**src/rtl/kwdt_pkg.sv**
```systemverilog
package kwdt_pkg;

    localparam int BUS_W   = 32;
    localparam int ADDR_W  = 8;
    localparam int LEN_LSB = 5;

    localparam logic [ADDR_W-1:0] OFS_MODE  = 8'h00;
    localparam logic [ADDR_W-1:0] OFS_LEN   = 8'h04;
    localparam logic [ADDR_W-1:0] OFS_KICK  = 8'h08;
    localparam logic [ADDR_W-1:0] OFS_SWRST = 8'h14;

    localparam logic [7:0]         MODE_KEY    = 8'h22;
    localparam logic [LEN_LSB-1:0] LEN_KEY     = 5'h08;
    localparam logic [BUS_W-1:0]   KICK_MAGIC  = 32'h0000_1971;
    localparam logic [BUS_W-1:0]   SWRST_MAGIC = 32'h0000_1209;

    typedef struct packed {
        logic dual;
        logic autostart;
        logic irq_en;
        logic ext_en;
        logic ext_pol;
        logic en;
    } mode_t;

    typedef enum logic [2:0] {
        ACC_NONE,
        ACC_MODE,
        ACC_LEN,
        ACC_KICK,
        ACC_SWRST
    } acc_e;

    function automatic acc_e decode_addr(input logic [ADDR_W-1:0] a);
        case (a)
            OFS_MODE:  return ACC_MODE;
            OFS_LEN:   return ACC_LEN;
            OFS_KICK:  return ACC_KICK;
            OFS_SWRST: return ACC_SWRST;
            default:   return ACC_NONE;
        endcase
    endfunction

    function automatic logic [BUS_W-1:0] mode_to_word(input mode_t m);
        return {25'd0, m.dual, 1'b0, m.autostart, m.irq_en, m.ext_en, m.ext_pol, m.en};
    endfunction

    function automatic mode_t word_to_mode(input logic [BUS_W-1:0] w);
        mode_t m;
        m.en        = w[0];
        m.ext_pol   = w[1];
        m.ext_en    = w[2];
        m.irq_en    = w[3];
        m.autostart = w[4];
        m.dual      = w[6];
        return m;
    endfunction

endpackage

```
**src/rtl/kwdt_regs.sv**
```systemverilog
module kwdt_regs
    import kwdt_pkg::*;
#(
    parameter int LEN_W   = 11,
    parameter int DEF_LEN = 1984
) (
    input  logic              clk,
    input  logic              rst,
    input  logic              bus_wr,
    input  logic [ADDR_W-1:0] bus_addr,
    input  logic [BUS_W-1:0]  bus_wdata,
    output mode_t             mode_q,
    output logic [LEN_W-1:0]  len_q,
    output logic              reload,
    output logic              swrst,
    output logic [BUS_W-1:0]  rdata
);

    localparam logic [LEN_W-1:0] LEN_RST = LEN_W'(DEF_LEN);

    acc_e  acc;
    mode_t mode_new;
    logic  mode_ok;
    logic  len_ok;
    logic  kick_ok;

    assign acc      = decode_addr(bus_addr);
    assign mode_new = word_to_mode(bus_wdata);

    assign mode_ok = bus_wr && (acc == ACC_MODE) && (bus_wdata[31:24] == MODE_KEY);
    assign len_ok  = bus_wr && (acc == ACC_LEN)  && (bus_wdata[LEN_LSB-1:0] == LEN_KEY);
    assign kick_ok = bus_wr && (acc == ACC_KICK)  && (bus_wdata == KICK_MAGIC);
    assign swrst   = bus_wr && (acc == ACC_SWRST) && (bus_wdata == SWRST_MAGIC);

    // reload on a correct restart word or on an enable rising edge
    assign reload = kick_ok || (mode_ok && mode_new.en && !mode_q.en);

    always_ff @(posedge clk) begin
        if (rst) begin
            mode_q <= '0;
            len_q  <= LEN_RST;
        end else begin
            if (mode_ok) mode_q <= mode_new;
            if (len_ok)  len_q  <= bus_wdata[LEN_LSB +: LEN_W];
        end
    end

    always_comb begin
        rdata = '0;
        case (acc)
            ACC_MODE: rdata = mode_to_word(mode_q);
            ACC_LEN:  rdata[LEN_LSB +: LEN_W] = len_q;
            default:  rdata = '0;
        endcase
    end

endmodule

```
**src/rtl/kwdt_count.sv**
```systemverilog
module kwdt_count #(
    parameter int LEN_W         = 11,
    parameter int TICK_PER_UNIT = 512,
    parameter int CNT_W         = LEN_W + $clog2(TICK_PER_UNIT) + 1
) (
    input  logic             clk,
    input  logic             rst,
    input  logic             en,
    input  logic             reload,
    input  logic             tick,
    input  logic [LEN_W-1:0] len,
    output logic             expire,
    output logic [CNT_W-1:0] cnt_q
);

    logic [CNT_W-1:0] load_val;
    logic             last;

    assign load_val = CNT_W'(len) * CNT_W'(TICK_PER_UNIT);
    assign last     = (cnt_q <= CNT_W'(1));
    assign expire   = en && tick && !reload && last;

    always_ff @(posedge clk) begin
        if (rst) begin
            cnt_q <= '0;
        end else if (reload) begin
            cnt_q <= load_val;
        end else if (en && tick) begin
            cnt_q <= last ? load_val : cnt_q - CNT_W'(1);
        end
    end

endmodule

```
**src/rtl/kwdt_pulse.sv**
```systemverilog
module kwdt_pulse #(
    parameter int PULSE_CYC = 16,
    parameter int PW        = $clog2(PULSE_CYC + 1)
) (
    input  logic clk,
    input  logic rst,
    input  logic trig,
    output logic active
);

    logic [PW-1:0] left_q;

    assign active = (left_q != '0);

    always_ff @(posedge clk) begin
        if (rst) begin
            left_q <= '0;
        end else if (active) begin
            left_q <= left_q - PW'(1);
        end else if (trig) begin
            left_q <= PW'(PULSE_CYC);
        end
    end

endmodule

```
**src/rtl/kwdt_top.sv**
```systemverilog
module kwdt_top
    import kwdt_pkg::*;
#(
    parameter int TICK_PER_UNIT = 512,
    parameter int LEN_W         = 11,
    parameter int DEF_SECS      = 31,
    parameter int UNITS_PER_SEC = 64,
    parameter int PULSE_CYC     = 16
) (
    input  logic        clk,
    input  logic        rst,
    input  logic        tick_en,
    input  logic        bus_wr,
    input  logic [7:0]  bus_addr,
    input  logic [31:0] bus_wdata,
    output logic [31:0] bus_rdata,
    output logic        wdt_rst_o,
    output logic        ext_rst_o,
    output logic        irq_o
);

    localparam int DEF_LEN = DEF_SECS * UNITS_PER_SEC;
    localparam int CNT_W   = LEN_W + $clog2(TICK_PER_UNIT) + 1;

    mode_t            mode_q;
    logic [LEN_W-1:0] len_q;
    logic             reload;
    logic             swrst;
    logic             expire;
    logic [CNT_W-1:0] cnt_q;
    logic             pulse;

    kwdt_regs #(.LEN_W(LEN_W), .DEF_LEN(DEF_LEN)) u_regs (
        .clk       (clk),
        .rst       (rst),
        .bus_wr    (bus_wr),
        .bus_addr  (bus_addr),
        .bus_wdata (bus_wdata),
        .mode_q    (mode_q),
        .len_q     (len_q),
        .reload    (reload),
        .swrst     (swrst),
        .rdata     (bus_rdata)
    );

    kwdt_count #(.LEN_W(LEN_W), .TICK_PER_UNIT(TICK_PER_UNIT), .CNT_W(CNT_W)) u_count (
        .clk    (clk),
        .rst    (rst),
        .en     (mode_q.en),
        .reload (reload),
        .tick   (tick_en),
        .len    (len_q),
        .expire (expire),
        .cnt_q  (cnt_q)
    );

    kwdt_pulse #(.PULSE_CYC(PULSE_CYC)) u_pulse (
        .clk    (clk),
        .rst    (rst),
        .trig   (expire || swrst),
        .active (pulse)
    );

    assign wdt_rst_o = pulse;
    assign irq_o     = pulse && mode_q.irq_en;
    assign ext_rst_o = mode_q.ext_en ? (mode_q.ext_pol ? pulse : !pulse) : !mode_q.ext_pol;

endmodule

```
**config.mk**
```make
export PLATFORM = sky130hd
export DESIGN_NAME = kwdt_top
export DESIGN_NICKNAME = d
export VERILOG_FILES = /design/src/rtl/kwdt_pkg.sv /design/src/rtl/kwdt_regs.sv /design/src/rtl/kwdt_count.sv /design/src/rtl/kwdt_pulse.sv /design/src/rtl/kwdt_top.sv
export SDC_FILE = /design/constraint.sdc
export NUM_CORES = 1
export LEC_CHECK = 0
export BUFFER_PORTS_ARGS = -buffer_cell sky130_fd_sc_hd__buf_2
export CAP_MARGIN = 20
export CORE_MARGIN = 2
export CORE_UTILIZATION = 50
export CTS_BUF_LIST = sky130_fd_sc_hd__clkbuf_16
export DETAILED_ROUTE_END_ITERATION = 12
export PLACE_DENSITY = 0.81
export SYNTH_ARGS = -nofsm -noshare
export SYNTH_HDL_FRONTEND = slang
export SYNTH_SLANG_ARGS = --single-unit
```
**constraint.sdc**
```tcl
create_clock -name clk -period 2.9 [get_ports clk]
set_input_delay 0.58 -clock clk [delete_from_list [all_inputs] [get_ports clk]]
set_output_delay 0.58 -clock clk [all_outputs]
set_load 0.02 [all_outputs]
```
==> results by group <==
Floorplanning
  • Core region area: 0.005107 mm^2
  • DIE WIDTH: 76.70 um
  • Total die area: 0.005883 mm^2
  • Std-Cell Rows: 26
  • I/O pin count: 79
  • Initial core utilization: 51.74%
  • Die H: 76.70 um

GRT
  • Number of antenna violations at the first check in global routing: 0
  • Overflow after GRT: 0
  • GRT Resource Usage Total: 24.79%
  • Global-route wire length before repair: 11,710 um
  • Largest net degree at the start of global routing: 23
  • Number of global-route vias before repair: 2,481

CTS
  • Clock tree sinks: 43
  • Number of post-CTS setup repair buffers: 0
  • Clock edge transition at the registers on the reported setup and hold paths: 0.06 ns
  • Hold-fix buffers, CTS: 0
  • TritonCTS clock tree: built
  • Clock root buffer master: clkbuf_16
  • Insertion delay to the later sink of the worst-skew pair: 0.29 ns
  • Post-CTS sizing: 0
  • Buffer levels on the longest clock path: 2
  • TritonCTS Buffers: 5
  • H-tree levels: 2

Setup path
  • CP max-delay cell: nor2_1
  • Crit-path max cell delay: 0.39 ns
  • Worst setup SP type: primary input
  • Kind of end point of the critical path: output port
  • Number of cells on the critical path: 6
  • Cell Chain, Critical Path: buf_2, nor4_4, nand3_2, nor2_1, a22o_1, buf_2
  • Worst-case register-to-register setup slack: 0.64 ns
  • Data required, critical path: 2.32 ns
  • Most repeated library cell on the critical path: buf_2
  • Biggest fanout along the worst timing path: 8
  • Worst path arrival time: 1.96 ns
  • Depth of the worst register-to-register path: 6
  • Critical register-to-register path startpoint: u_count.cnt_q[2]
  • Critical setup path kind: primary input to output port
  • Cell family contributing the most delay on the critical path: simple AND/OR/NAND/NOR gates
  • Crit path buf inv count: 2
  • End of the worst register-to-register path: u_count.cnt_q[12]

STA
  • Unrepaired setup endpoints after global routing: no
  • Fmax: 0.3936 GHz
  • Final count of hold timing violations: 0
  • Number of setup violations in the final report: 0
  • Actual slew at the worst max-slew pin: 0.7828 ns
  • Slew Limit Headroom: 47.08%
  • Min cycle time layout: 2.541 ns
  • Setup TNS Final: 0 ns
  • Ratio of final minimum period to clock period: 87.62%
  • Number of pins with negative max-slew slack in the final report: 0
  • Post-route clock skew: 0.005745 ns

Final layout
  • Post-layout nets: 434
  • Final instance area: 0.003124 mm^2
  • Area Overhead vs Synth: 18.23%
  • Antenna fix cells: 0
  • Fraction of layout cells with a size suffix above 1: 22.94%

Power and ir drop
  • Worst supply voltage drop on vdd: 0.2728 mV
  • Sum of internal, switching and leakage power: 0.001527 W
  • PwrDens: 488.7 mW/mm^2
  • Static power due to leakage: 1.369 nW

Yosys
  • Post-synthesis register bit count: 43
  • Top flip-flop cell by instance count after synthesis: dfxtp_1
  • EDFF count, synth: 0
  • Synthesis warning total: 0
  • Count of unique library cells instantiated by Yosys: 55
  • Mean Syn Cell Area: 8.207 um^2
  • Post-synthesis sequential area ratio: 32.58%
  • Fraction of synthesis flops using an asynchronous set or reset pin: 0%
  • Area of the mapped netlist: 0.002643 mm^2
  • Mapped Cells: 322

Routing
  • Drt pass-1 iters: 5
  • Detail-routed net length per standard cell: 15.62 um
  • Count of routing violations after the opening detailed-route iteration: 201
  • Overall routed net length: 7152 um
  • Via count: 2,609
  • Number of remaining DRC errors: 0
  • ANT nets after route: 0
  • Via density per instance: 5.697

Placement
  • Number of input and output port buffers inserted: 62
  • Final Wtd Congestion: 0.9958
  • Cell area reported after detailed placement: 0.002960 mm^2
  • Detailed placer's ending HPWL: 5445 um

Run status
  • Status: finished clean

Worst hold path
  • Startpoint of the worst hold path: u_count.cnt_q[12]
  • Hold Crit Endpoint: u_count.cnt_q[12]
  • Hold Path Depth: 2
  • Kind of path behind the tightest hold check: register to register

Run
  • Max-cap violations: 0
[worst min-delay path: stages (launching register included)]
cell	delay (ns)
dfxtp_1	0.32
nand2_1	0.06
o21ai_1	0.05
[Yosys cell counts (2+ instances only)]
cell,number,area [um^2]
o211ai_1,6,45.04
or3_2,2,15.01
and3_1,6,37.54
mux2i_1,15,150.1
nand2b_1,2,12.51
a32oi_1,7,61.31
and3b_1,2,17.52
o21ai_0,8,40.04
nor4_4,3,63.81
or4_1,2,15.01
xnor2_1,11,96.34
inv_1,12,45.04
o21ai_1,4,20.02
a21oi_1,6,30.03
nor4bb_1,2,20.02
nand4_1,9,56.30
nor4b_1,2,17.52
ha_1,3,37.54
xor2_1,3,26.28
a22oi_1,3,22.52
buf_4,17,127.6
a211oi_1,2,15.01
nand2_1,21,78.83
nand3_1,10,50.05
and2_1,9,56.30
nor3_1,33,165.2
nor4_1,10,62.56
buf_2,2,10.01
dfxtp_1,43,860.8
clkbuf_1,3,11.26
or3_1,4,25.02
buf_6,2,22.52
nor2_1,36,135.1
[state kept, by name (all words and copies together), names as in the netlist]
signal          count
u_count.cnt_q      21
u_regs.len_q       11
u_regs.mode_q       6
u_pulse.left_q      5
[layout by cell type (no fill, tap or decap), types with 4 or more instances in the layout]
cell type | synthesis | final
conb_1 | 1 | 16
a21oi_1 | 6 | 6
nor3_1 | 33 | 33
and3_1 | 6 | 6
dfxtp_1 | 43 | 43
buf_4 | 17 | 6
o211ai_1 | 6 | 6
nor2_1 | 36 | 36
buf_2 | 2 | 62
and2_1 | 9 | 9
inv_1 | 12 | 12
or3_1 | 4 | 4
xnor2_1 | 11 | 11
mux2i_1 | 15 | 15
o21ai_0 | 8 | 8
nand3_1 | 10 | 10
nor4_1 | 10 | 10
a32oi_1 | 7 | 7
nand4_1 | 9 | 9
clkbuf_16 | 0 | 5
nand2_1 | 21 | 21
o21ai_1 | 4 | 4
[per-layer routing]
layer	up-vias	GRT usage (%)	wire, um
li1	1274	-	-
met5	-	0	0
met2	128	40.88	3467
met4	0	12.55	109
met1	1197	30.77	3095
met3	10	4.824	480
[area by class of cell]
class	instances	area [um^2]
Timing Repair Buffer	68	355.3
Clock buffer	5	125.1
Inverter	12	45.04
Multi-Input combinational cell	257	1612
Tap cell	70	87.58
Sequential cell	43	860.8
Clock inverter	3	38.79
Fill cell	449	1983
[where the power goes]
part	internal, W	switching [W]	leakage, nW	total, W
Combinational	0.0000981	0.000153	0.941	0.000251
Sequential	0.000615	0.0000183	0.348	0.000634
Clock	0.000402	0.000241	0.0812	0.000642
Total	0.00112	0.000411	1.37	0.00153
[per-stage QoR]
| stage | setup WS, ns | cells | util, % | hold WS [ns] |
|---|---|---|---|---|
| global route | 0.2424 | 458 | 61.17 | 0.5138 |
| CTS | 0.3724 | 458 | 61.17 | 0.4672 |
| detailed placement | 0.2745 | 450 | 57.96 | 0.4574 |
| global placement | 0.2779 | 450 | 57.96 | 0.4553 |
| floorplan | 0.6732 | 337 | - | 0.4339 |
| finish | 0.3591 | 458 | 61.17 | 0.4685 |
[worst max path at each step]
stage	startpoint	end	slack [ns]
floorplan	bus_addr[3]	bus_rdata[6]	0.67
global placement	bus_wdata[19]	u_count.cnt_q[13]	0.28
detailed placement	bus_wdata[1]	u_count.cnt_q[14]	0.27
CTS	bus_addr[3]	bus_rdata[6]	0.37
global route	bus_addr[3]	bus_rdata[6]	0.24
finish	bus_addr[3]	bus_rdata[6]	0.36
[cell families (layout without fill, tap and decap cells)]
family | Yosys count | in the layout | synth area share (%)
muxes | 15 | 15 | 5.682
xor gates and xnor gates | 14 | 14 | 4.640
adders and majority gates | 3 | 3 | 1.421
other | 1 | 16 | 0.1419
buffers and inverters | 37 | 88 | 8.570
and+or+nand+nor | 165 | 165 | 35.18
AOI/OAI and AO/OA | 44 | 44 | 11.79
DFF | 43 | 43 | 32.58
Note: power is estimated with default switching activity, not from simulation.
